$ cat config.mk
export PLATFORM = sky130hd
export DESIGN_NAME = rs_frame_parity_enc
export DESIGN_NICKNAME = d
export VERILOG_FILES = /design/src/rtl/rs_enc_pkg.sv /design/src/rtl/rs_par_lfsr.sv /design/src/rtl/rs_par_store.sv /design/src/rtl/rs_frame_parity_enc.sv
export SDC_FILE = /design/constraint.sdc
export NUM_CORES = 2
export LEC_CHECK = 0
export ABC_AREA = 1
export BUFFER_PORTS_ARGS = -buffer_cell sky130_fd_sc_hd__buf_2
export CAP_MARGIN = 20
export CORE_MARGIN = 2
export CORE_UTILIZATION = 30
export DETAILED_ROUTE_END_ITERATION = 6
export GPL_TIMING_DRIVEN = 0
export HOLD_SLACK_MARGIN = 0.1
export PLACE_DENSITY = 0.42
export SLEW_MARGIN = 20
export SYNTH_ARGS = -nofsm -noshare
export SYNTH_HDL_FRONTEND = slang
export SYNTH_SLANG_ARGS = --single-unit
export TNS_END_PERCENT = 100
$ cat constraint.sdc
create_clock -name clk -period 21.5 [get_ports clk]
set_input_delay 1.075 -clock clk [delete_from_list [all_inputs] [get_ports clk]]
set_output_delay 1.075 -clock clk [all_outputs]
set_load 0.1 [all_outputs]
$ cat src/rtl/rs_enc_pkg.sv
package rs_enc_pkg;
  localparam int SYM_W = 8;
  localparam logic [8:0] FIELD_POLY = 9'h11D;

  typedef enum logic { ENC_DATA, ENC_PARITY } enc_state_t;

  function automatic logic [SYM_W-1:0] gf_mul(input logic [SYM_W-1:0] a,
                                              input logic [SYM_W-1:0] b);
    logic [SYM_W-1:0] acc;
    logic [SYM_W-1:0] sh;
    acc = '0;
    sh  = a;
    for (int i = 0; i < SYM_W; i++) begin
      if (b[i]) acc = acc ^ sh;
      sh = sh[SYM_W-1] ? ((sh << 1) ^ FIELD_POLY[SYM_W-1:0]) : (sh << 1);
    end
    return acc;
  endfunction
endpackage

$ cat src/rtl/rs_par_lfsr.sv
module rs_par_lfsr
  import rs_enc_pkg::*;
#(
  parameter int NPAR = 32
) (
  input  logic                  clk,
  input  logic                  rst_n,
  input  logic                  shift,
  input  logic                  restart,
  input  logic                  close,
  input  logic [SYM_W-1:0]      din,
  output logic [NPAR*SYM_W-1:0] rem_next
);
  localparam int VW = NPAR * SYM_W;

  function automatic logic [VW-1:0] gen_coeffs();
    logic [SYM_W-1:0] g [NPAR+1];
    logic [SYM_W-1:0] root;
    logic [VW-1:0]    packed_g;
    for (int j = 0; j <= NPAR; j++) g[j] = '0;
    g[0] = 8'h01;
    root = 8'h01;
    for (int i = 0; i < NPAR; i++) begin
      for (int j = i + 1; j >= 1; j--) g[j] = g[j-1] ^ gf_mul(g[j], root);
      g[0] = gf_mul(g[0], root);
      root = gf_mul(root, 8'h02);
    end
    for (int j = 0; j < NPAR; j++) packed_g[j*SYM_W +: SYM_W] = g[j];
    return packed_g;
  endfunction

  localparam logic [VW-1:0] GEN = gen_coeffs();

  logic [VW-1:0]    rem_q;
  logic [VW-1:0]    base;
  logic [SYM_W-1:0] fb;

  always_comb begin
    base = restart ? '0 : rem_q;
    fb   = din ^ base[(NPAR-1)*SYM_W +: SYM_W];
    rem_next[0 +: SYM_W] = gf_mul(fb, GEN[0 +: SYM_W]);
    for (int j = 1; j < NPAR; j++)
      rem_next[j*SYM_W +: SYM_W] = base[(j-1)*SYM_W +: SYM_W] ^ gf_mul(fb, GEN[j*SYM_W +: SYM_W]);
  end

  always_ff @(posedge clk) begin
    if (!rst_n)     rem_q <= '0;
    else if (shift) rem_q <= close ? '0 : rem_next;
  end


  lfsr_clear_chk: assert property (@(posedge clk) disable iff (!rst_n)
    shift && close |=> rem_q == '0);
endmodule

$ cat src/rtl/rs_par_store.sv
module rs_par_store
  import rs_enc_pkg::*;
#(
  parameter int NPAR     = 32,
  parameter int MAX_BLKS = 7
) (
  input  logic                  clk,
  input  logic                  rst_n,
  input  logic                  push,
  input  logic [NPAR*SYM_W-1:0] push_word,
  input  logic                  pop,
  output logic [SYM_W-1:0]      sym,
  output logic                  last_sym
);
  localparam int CW = $clog2(MAX_BLKS + 1);
  localparam int SW = (NPAR > 1) ? $clog2(NPAR) : 1;
  localparam int DEPTH = 2 ** CW;

  logic [NPAR*SYM_W-1:0] mem [DEPTH];
  logic [CW-1:0] wr_cnt;
  logic [CW-1:0] rd_blk;
  logic [SW-1:0] rd_sym;
  logic          sym_end;
  logic          blk_end;

  assign sym_end  = (rd_sym == SW'(NPAR - 1));
  assign blk_end  = (rd_blk == wr_cnt - CW'(1));
  assign last_sym = sym_end && blk_end;
  assign sym      = mem[rd_blk][(NPAR - 1 - int'(rd_sym)) * SYM_W +: SYM_W];

  always_ff @(posedge clk) begin
    if (push) mem[wr_cnt] <= push_word;
  end

  always_ff @(posedge clk) begin
    if (!rst_n) begin
      wr_cnt <= '0;
      rd_blk <= '0;
      rd_sym <= '0;
    end else begin
      if (push) wr_cnt <= wr_cnt + CW'(1);
      if (pop) begin
        if (sym_end) begin
          rd_sym <= '0;
          if (blk_end) begin
            rd_blk <= '0;
            wr_cnt <= '0;
          end else begin
            rd_blk <= rd_blk + CW'(1);
          end
        end else begin
          rd_sym <= rd_sym + SW'(1);
        end
      end
    end
  end


  store_no_overflow_chk: assert property (@(posedge clk) disable iff (!rst_n)
    push |-> wr_cnt < CW'(MAX_BLKS));

  store_pop_nonempty_chk: assert property (@(posedge clk) disable iff (!rst_n)
    pop |-> wr_cnt != '0);
endmodule

$ cat src/rtl/rs_frame_parity_enc.sv
module rs_frame_parity_enc
  import rs_enc_pkg::*;
#(
  parameter int NPAR     = 32,
  parameter int K_DATA   = 223,
  parameter int MAX_BLKS = 7
) (
  input  logic       clk,
  input  logic       rst_n,
  input  logic       in_valid,
  output logic       in_ready,
  input  logic [7:0] in_data,
  input  logic       in_sof,
  input  logic       in_eof,
  output logic       out_valid,
  input  logic       out_ready,
  output logic [7:0] out_data,
  output logic       out_par,
  output logic       out_last
);
  localparam int CNT_W = (K_DATA > 1) ? $clog2(K_DATA) : 1;

  enc_state_t            st;
  logic [CNT_W-1:0]      byte_cnt;
  logic [CNT_W-1:0]      blk_pos;
  logic                  take;
  logic                  blk_end;
  logic                  pop;
  logic [NPAR*SYM_W-1:0] rem_next;
  logic [SYM_W-1:0]      st_sym;
  logic                  st_last;

  assign in_ready  = (st == ENC_DATA) && out_ready;
  assign take      = in_valid && in_ready;
  assign blk_pos   = in_sof ? '0 : byte_cnt;
  assign blk_end   = take && (in_eof || blk_pos == CNT_W'(K_DATA - 1));
  assign pop       = (st == ENC_PARITY) && out_ready;

  assign out_valid = (st == ENC_DATA) ? in_valid : 1'b1;
  assign out_data  = (st == ENC_DATA) ? in_data : st_sym;
  assign out_par   = (st == ENC_PARITY);
  assign out_last  = (st == ENC_PARITY) && st_last;

  always_ff @(posedge clk) begin
    if (!rst_n) begin
      st       <= ENC_DATA;
      byte_cnt <= '0;
    end else begin
      if (take) byte_cnt <= blk_end ? '0 : blk_pos + CNT_W'(1);
      if (take && in_eof) st <= ENC_PARITY;
      else if (pop && st_last) st <= ENC_DATA;
    end
  end

  rs_par_lfsr #(.NPAR(NPAR)) u_lfsr (
    .clk      (clk),
    .rst_n    (rst_n),
    .shift    (take),
    .restart  (in_sof),
    .close    (blk_end),
    .din      (in_data),
    .rem_next (rem_next)
  );

  rs_par_store #(.NPAR(NPAR), .MAX_BLKS(MAX_BLKS)) u_store (
    .clk       (clk),
    .rst_n     (rst_n),
    .push      (blk_end),
    .push_word (rem_next),
    .pop       (pop),
    .sym       (st_sym),
    .last_sym  (st_last)
  );


  data_passthru_chk: assert property (@(posedge clk) disable iff (!rst_n)
    in_valid && in_ready |-> out_valid && !out_par && out_data == in_data);

  parity_follows_eof_chk: assert property (@(posedge clk) disable iff (!rst_n)
    in_valid && in_ready && in_eof |=> out_par && out_valid && !in_ready);

  last_is_parity_chk: assert property (@(posedge clk) disable iff (!rst_n)
    out_last |-> out_par && out_valid);

  parity_hold_chk: assert property (@(posedge clk) disable iff (!rst_n)
    out_valid && !out_ready && out_par |=> out_valid && out_par && $stable(out_data));

  stall_no_take_chk: assert property (@(posedge clk) disable iff (!rst_n)
    !out_ready |-> !in_ready);
endmodule

Yosys cells after proc, flatten, opt, wreduce, memory -nomap -nowiden
Memory sizes are Yosys's and may differ from the RTL's. A register that Yosys moved wholly into a read port is not among the register bits.
Index checks and enable logic that the tools add are counted.
{"block": "totals", "ram_bits": 2048, "register_bits": 276, "mem_count": 1}
{"block": "op_classes", "eq_ne": 3, "shift": 1, "mux": 25, "add_sub_neg": 6, "n_reduce_logical": 11, "bitwise": 98}
{"memory": "u_store.mem", "words": 8, "width": 256, "rd": 1, "rd_clocked_by_memory_dff": 1, "wr": 1, "line_no": "rs_par_store.sv:19", "source": "logic [NPAR*SYM_W-1:0] mem [DEPTH];"}
{"op": "bitwise XOR 8 bit", "count": 90}
{"op": "2-to-1 mux 256 bit", "count": 2}
{"op": "variable part select 256 x 32 -> 8 bit", "count": 1}
{"op": "2-to-1 mux 5 bit", "count": 8}
{"op": "NOT 4 bit", "count": 7}
{"op": "2-to-1 mux 8 bit", "count": 3}
{"op": "2-to-1 mux 3 bit", "count": 7}
{"op": "adder 8 x 1 -> 8 bit, second input constant", "count": 1}
{"op": "== test 8 bit, second input constant", "count": 1}
{"op": "logical AND 1 bit", "count": 8}
{"op": "adder 3 x 1 -> 3 bit, second input constant", "count": 2}
{"op": "subtractor 5 x 5 -> 6 bit, first input constant", "count": 1}
{"op": "adder 5 x 1 -> 5 bit, second input constant", "count": 1}
{"op": "== test 5 bit, second input constant", "count": 1}
{"op": "2-to-1 mux 1 bit", "count": 5}
{"op": "== test 3 bit", "count": 1}
{"op": "subtractor 3 x 1 -> 3 bit, second input constant", "count": 1}
{"op": "AND reduction 2 bit", "count": 1}
{"op": "nonzero test 2 bit", "count": 1}
{"op": "logical OR 1 bit", "count": 1}
{"op": "NOT 1 bit", "count": 1}

Logic depth before layout (Yosys ltp)
{"block": "depth", "ltp_word": 19, "mapped_depth": 21, "depth_no_buf": 18}

By module
Synthesis repeated with hierarchy kept, for this count alone.
{"block": "unflattened", "hier_cells": 9679, "area_unflattened_um2": 100315.0}
{"mod": "rs_par_store", "area_each_um2": 84185.7, "n_inst": 1, "cells_per_inst": 7363}
{"mod": "rs_par_lfsr", "area_each_um2": 15322.2, "n_inst": 1, "cells_per_inst": 2184}
{"mod": "rs_frame_parity_enc", "area_each_um2": 807.0, "n_inst": 1, "cells_per_inst": 132}

Worst setup path after synthesis
No wires, ideal clock.
{"block": "synth_timing", "path_type": "input -> register", "startpoint": "input out_ready", "endpoint": "memory u_store.mem[0][0] in the netlist's numbering, enable pin", "path_buffers": 0, "setup_slack_ns": -0.287, "stages": 8, "arrival_ns": 20.600, "setup_time_ns": 1.187, "path_cell_list": "inv_1 > nor2_1 > nand2_1 > inv_1 > nand4_1 > nand2_1 > nand2_1 > nor3_1"}
{"block": "synth_between", "elab_chain_cells": 5}
{"element": "start, declared", "line_no": "rs_frame_parity_enc.sv:16", "source": "input logic out_ready,"}
{"element": "logical AND 1 bit", "line_no": "rs_frame_parity_enc.sv:33", "source": "assign in_ready = (st == ENC_DATA) && out_ready;"}
{"element": "net in_ready", "line_no": "rs_frame_parity_enc.sv:11", "source": "output logic in_ready,"}
{"element": "logical AND 1 bit", "line_no": "rs_frame_parity_enc.sv:34", "source": "assign take = in_valid && in_ready;"}
{"element": "logical AND 1 bit", "line_no": "rs_frame_parity_enc.sv:36", "source": "assign blk_end = take && (in_eof || blk_pos == CNT_W'(K_DATA - 1));"}
{"element": "2-to-1 mux 1 bit", "line_no": "rs_par_store.sv:32", "source": "if (push) mem[wr_cnt] <= push_word;"}
{"element": "2-to-1 mux 1 bit (implied by the code)", "line_no": "rs_par_store.sv:32"}
{"element": "end, declared", "line_no": "rs_par_store.sv:19"}
The timed path passes the listed nets, and every way through them passes these cells.

==> qor.txt <==
outcome - complete, but fails checks
failing checks - design-rule violations
setup tns final - 0 ps
Hold Vio Cnt, Final - 0
nets - 9605
Worst setup SP type - flip-flop
YS warnings - 0
Congestion Overflow GR - 0
post-route ant nets - 0
CTS Buf Count - 283
post-CTS resize count - 0
Fin Clk Skew - 59.9 ps
vias in the first global route - 71400
number of core rows - 210
Chip Height - 576 um
clock sinks - 2327
Post-CTS Setup Bufs - 0
post-layout instance area - 0.120 mm2
H-tree depth - 5
Cells after Synth - 8986
GRT Resource Usage Total - 0.329
Initial DRC Count - 13500
Hold EP - u_lfsr.rem_q[104]
RSZ-0062 raised after global routing - no
max incr delay on CP - 990 ps
DR vias - 79000
min cycle time layout - 9110 ps
Post-CTS Hold Buffers - 0
Max Freq - 110 MHz
max layer used - met5
DRC - 1
Primary FF master, synth - edfxtp_1
wirelength, routed - 558000 um
library cells used by synthesis - 47
worst-path cell chain - buf_2 > buf_2 > buf_2 > buf_2 > nand2_1 > nand3_1 > nand3_1 > a21oi_1 > o21ai_0 > nand2_1 > nand3_1 > nand2_1 > nor2_1 > a21oi_1 > buf_2
Slew Limit Headroom - 0.0920
crit-path max FO - 10
pins over their slew limit - 0
setup violators final - 0
worst-case clock buffer depth - 4
die area - 0.332 mm2
met1 wire length - 229000 um
area of the core - 0.327 mm2
required time of the critical path - 20430 ps
Post-Synthesis Mean Instance Area - 10.9 um2
CP arrival - 8040 ps
Crit. End Element - output pin
largest net degree at the start of global routing - 20
metal2 WL - 239000 um
first-pass GRT wire length - 717000 um
Final Cycle Share - 0.424
routed wire length per instance - 39.3 um
PortBufs - 24
top cells by area, synth - edfxtp_1 (63%), nand2_1 (10%), nand3_1 (6.9%)
Yosys top cell by area - edfxtp_1
DR vias/cell - 5.57
Worst R2R Start - u_lfsr.rem_q[254]
Worst-path clk slew - 60 ps
maximum vdd drop - 59.3 uV
layout cell share with drive strength beyond 1 - 0.131
hold path depth - 2
Post-synth EDFFs - 2048
Starting Density - 0.301
Met3 Wirelength - 55700 um
R2R Path End - u_store.mem[3][79]
ys async rst share - 0
Synthesized Nets - 9007
Layout area overhead - 22.1%
HPWL after DPL - 426000 um
cell area after synthesis - 0.0983 mm2
MaxCap Viol Count - 0
Lkg Pwr - 42.1 nW
pin slew with the least headroom to its limit - 1360 ps
post-synth top area share - 0.626
sequential area share after synthesis - 0.683
initial antenna violation count - 95
Placement Cell Area - 0.111 mm2
Top-Level Pins - 26
HP Class - flip-flop to flip-flop
PD cells - 100 mW/mm2
root cell of the clock tree - clkbuf_16
drt pass-1 iters - 7
reg2reg setup slack - 16810 ps
CP dominant cell by count - buf_2
GPL Wtd Cong - 1.01
cells on worst reg2reg path - 12
Die W - 576 um
Clk Latency, worst-skew pair - 960 ps
WS Path Type - flip-flop to output pin
Slowest-stage cell, CP - a21oi_1
hold_sp - u_lfsr.rem_q[104]
TritonCTS clock tree - built
FF+latch count, synth - 2327
==> worst max-delay path, delay by kind of cell, from the launching register on <==
kind	cells	cell delay (ps)
DFF	1	750
and+or+nand+nor	7	940
buffers and inverters	5	3110
AOI/OAI and AO/OA	3	2160
==> layer usage <==
metal  GRT usage  vias to the layer above
met5           0                        -
met4       0.169                       12
met3      0.0652                      896
met2       0.489                     4976
met1       0.453                    40600
li1            -                    32500
==> sequential cells by signal, indices dropped and copies added (netlist names), named ones only <==
signal,cells
u_store.mem,2048
u_lfsr.rem_q,256
byte_cnt,8
u_store.rd_sym,5
u_store.rd_blk,3
u_store.wr_cnt,3
out_par,1
==> worst max path at each step <==
stage | start | to | cells past startpoint | slack (ps)
after floorplan | out_ready | u_store.mem[2][0] | 8 | 6620
after global placement | in_sof | u_store.mem[4][133] | 9 | -7560
after detailed placement | flip-flop | out_data[6] | 15 | 13680
after CTS | flip-flop | out_data[6] | 15 | 12660
after global routing | flip-flop | out_data[6] | 15 | 12790
final | flip-flop | out_data[6] | 15 | 12390
==> cell families (layout without fill, tap and decap cells) <==
family	Yosys count	after routing	share of synthesized area
and+or+nand+nor	4576	4576	0.197
adders and majority gates	7	7	0.000891
other	0	35	0
DFF	2327	2327	0.683
AOI/OAI and AO/OA	976	976	0.0526
buffers and inverters	765	1580	0.0325
xor gates and xnor gates	335	335	0.0342
==> synthesized netlist by cell type, types with 2 or more instances <==
library cell / n
buf_2: 124
xnor2_2: 4
nor2_1: 407
clkinv_1: 3
nand2_4: 23
a21oi_1: 383
nand3_1: 1350
nand3_4: 2
a22oi_1: 10
nand2_8: 3
xnor2_4: 4
o21ai_0: 404
buf_8: 2
clkbuf_1: 367
xor2_2: 23
or2_1: 4
inv_4: 2
nand2_1: 2684
buf_1: 71
xor2_1: 201
nand2_2: 47
inv_1: 166
nor3_1: 7
a211oi_1: 3
buf_6: 10
o22ai_1: 154
xor2_4: 7
xnor2_1: 95
dfxtp_1: 279
buf_12: 2
and2_1: 28
edfxtp_1: 2048
o31ai_1: 14
nand3b_1: 6
inv_2: 12
nand4_1: 7
and3_1: 2
or2_2: 4
o211ai_1: 7
ha_1: 7
buf_4: 4
==> cell usage in the layout (no fill, tap or decap), types with 166 or more instances in the layout <==
master     synthesis  routed
inv_1            166     166
nand2_1         2684    2684
buf_2            124     181
nor2_1           407     401
a21oi_1          383     381
clkbuf_1         367     314
edfxtp_1        2048    2048
dfxtp_1          279     278
clkbuf_16          0     288
nand3_1         1350    1350
o21ai_0          404     404
==> report_power, final <==
group          total, W  switching (W)  internal, W
Sequential      0.00536      0.0000360      0.00533
Clock           0.00475        0.00204      0.00271
Combinational   0.00190        0.00155     0.000347
==> per-stage QoR <==
step	total power, W	worst slack [ps]	utilization	cells	hold WS (ps)
floorplan	0.00609	6620	-	8986	445
global placement	0.00711	-7560	0.318	13400	452
detailed placement	0.00726	13680	0.339	13600	455
CTS	0.0120	12660	0.367	14100	437
global route	0.0122	12790	0.367	14200	479
finish	0.0120	12390	0.367	14200	463
==> cell type report <==
type                            count  area (um2)
Clock inverter                    135        1320
Fill cell                       32000      207000
Multi-Input combinational cell   5894       29300
Antenna cell                       35        87.6
Timing Repair Buffer              313        5820
Sequential cell                  2327       67100
Buffer                            580        2680
Inverter                          185         712
Clock buffer                      367        7550
Tap cell                         4346        5440
Note: power is estimated with default switching activity, not from simulation.
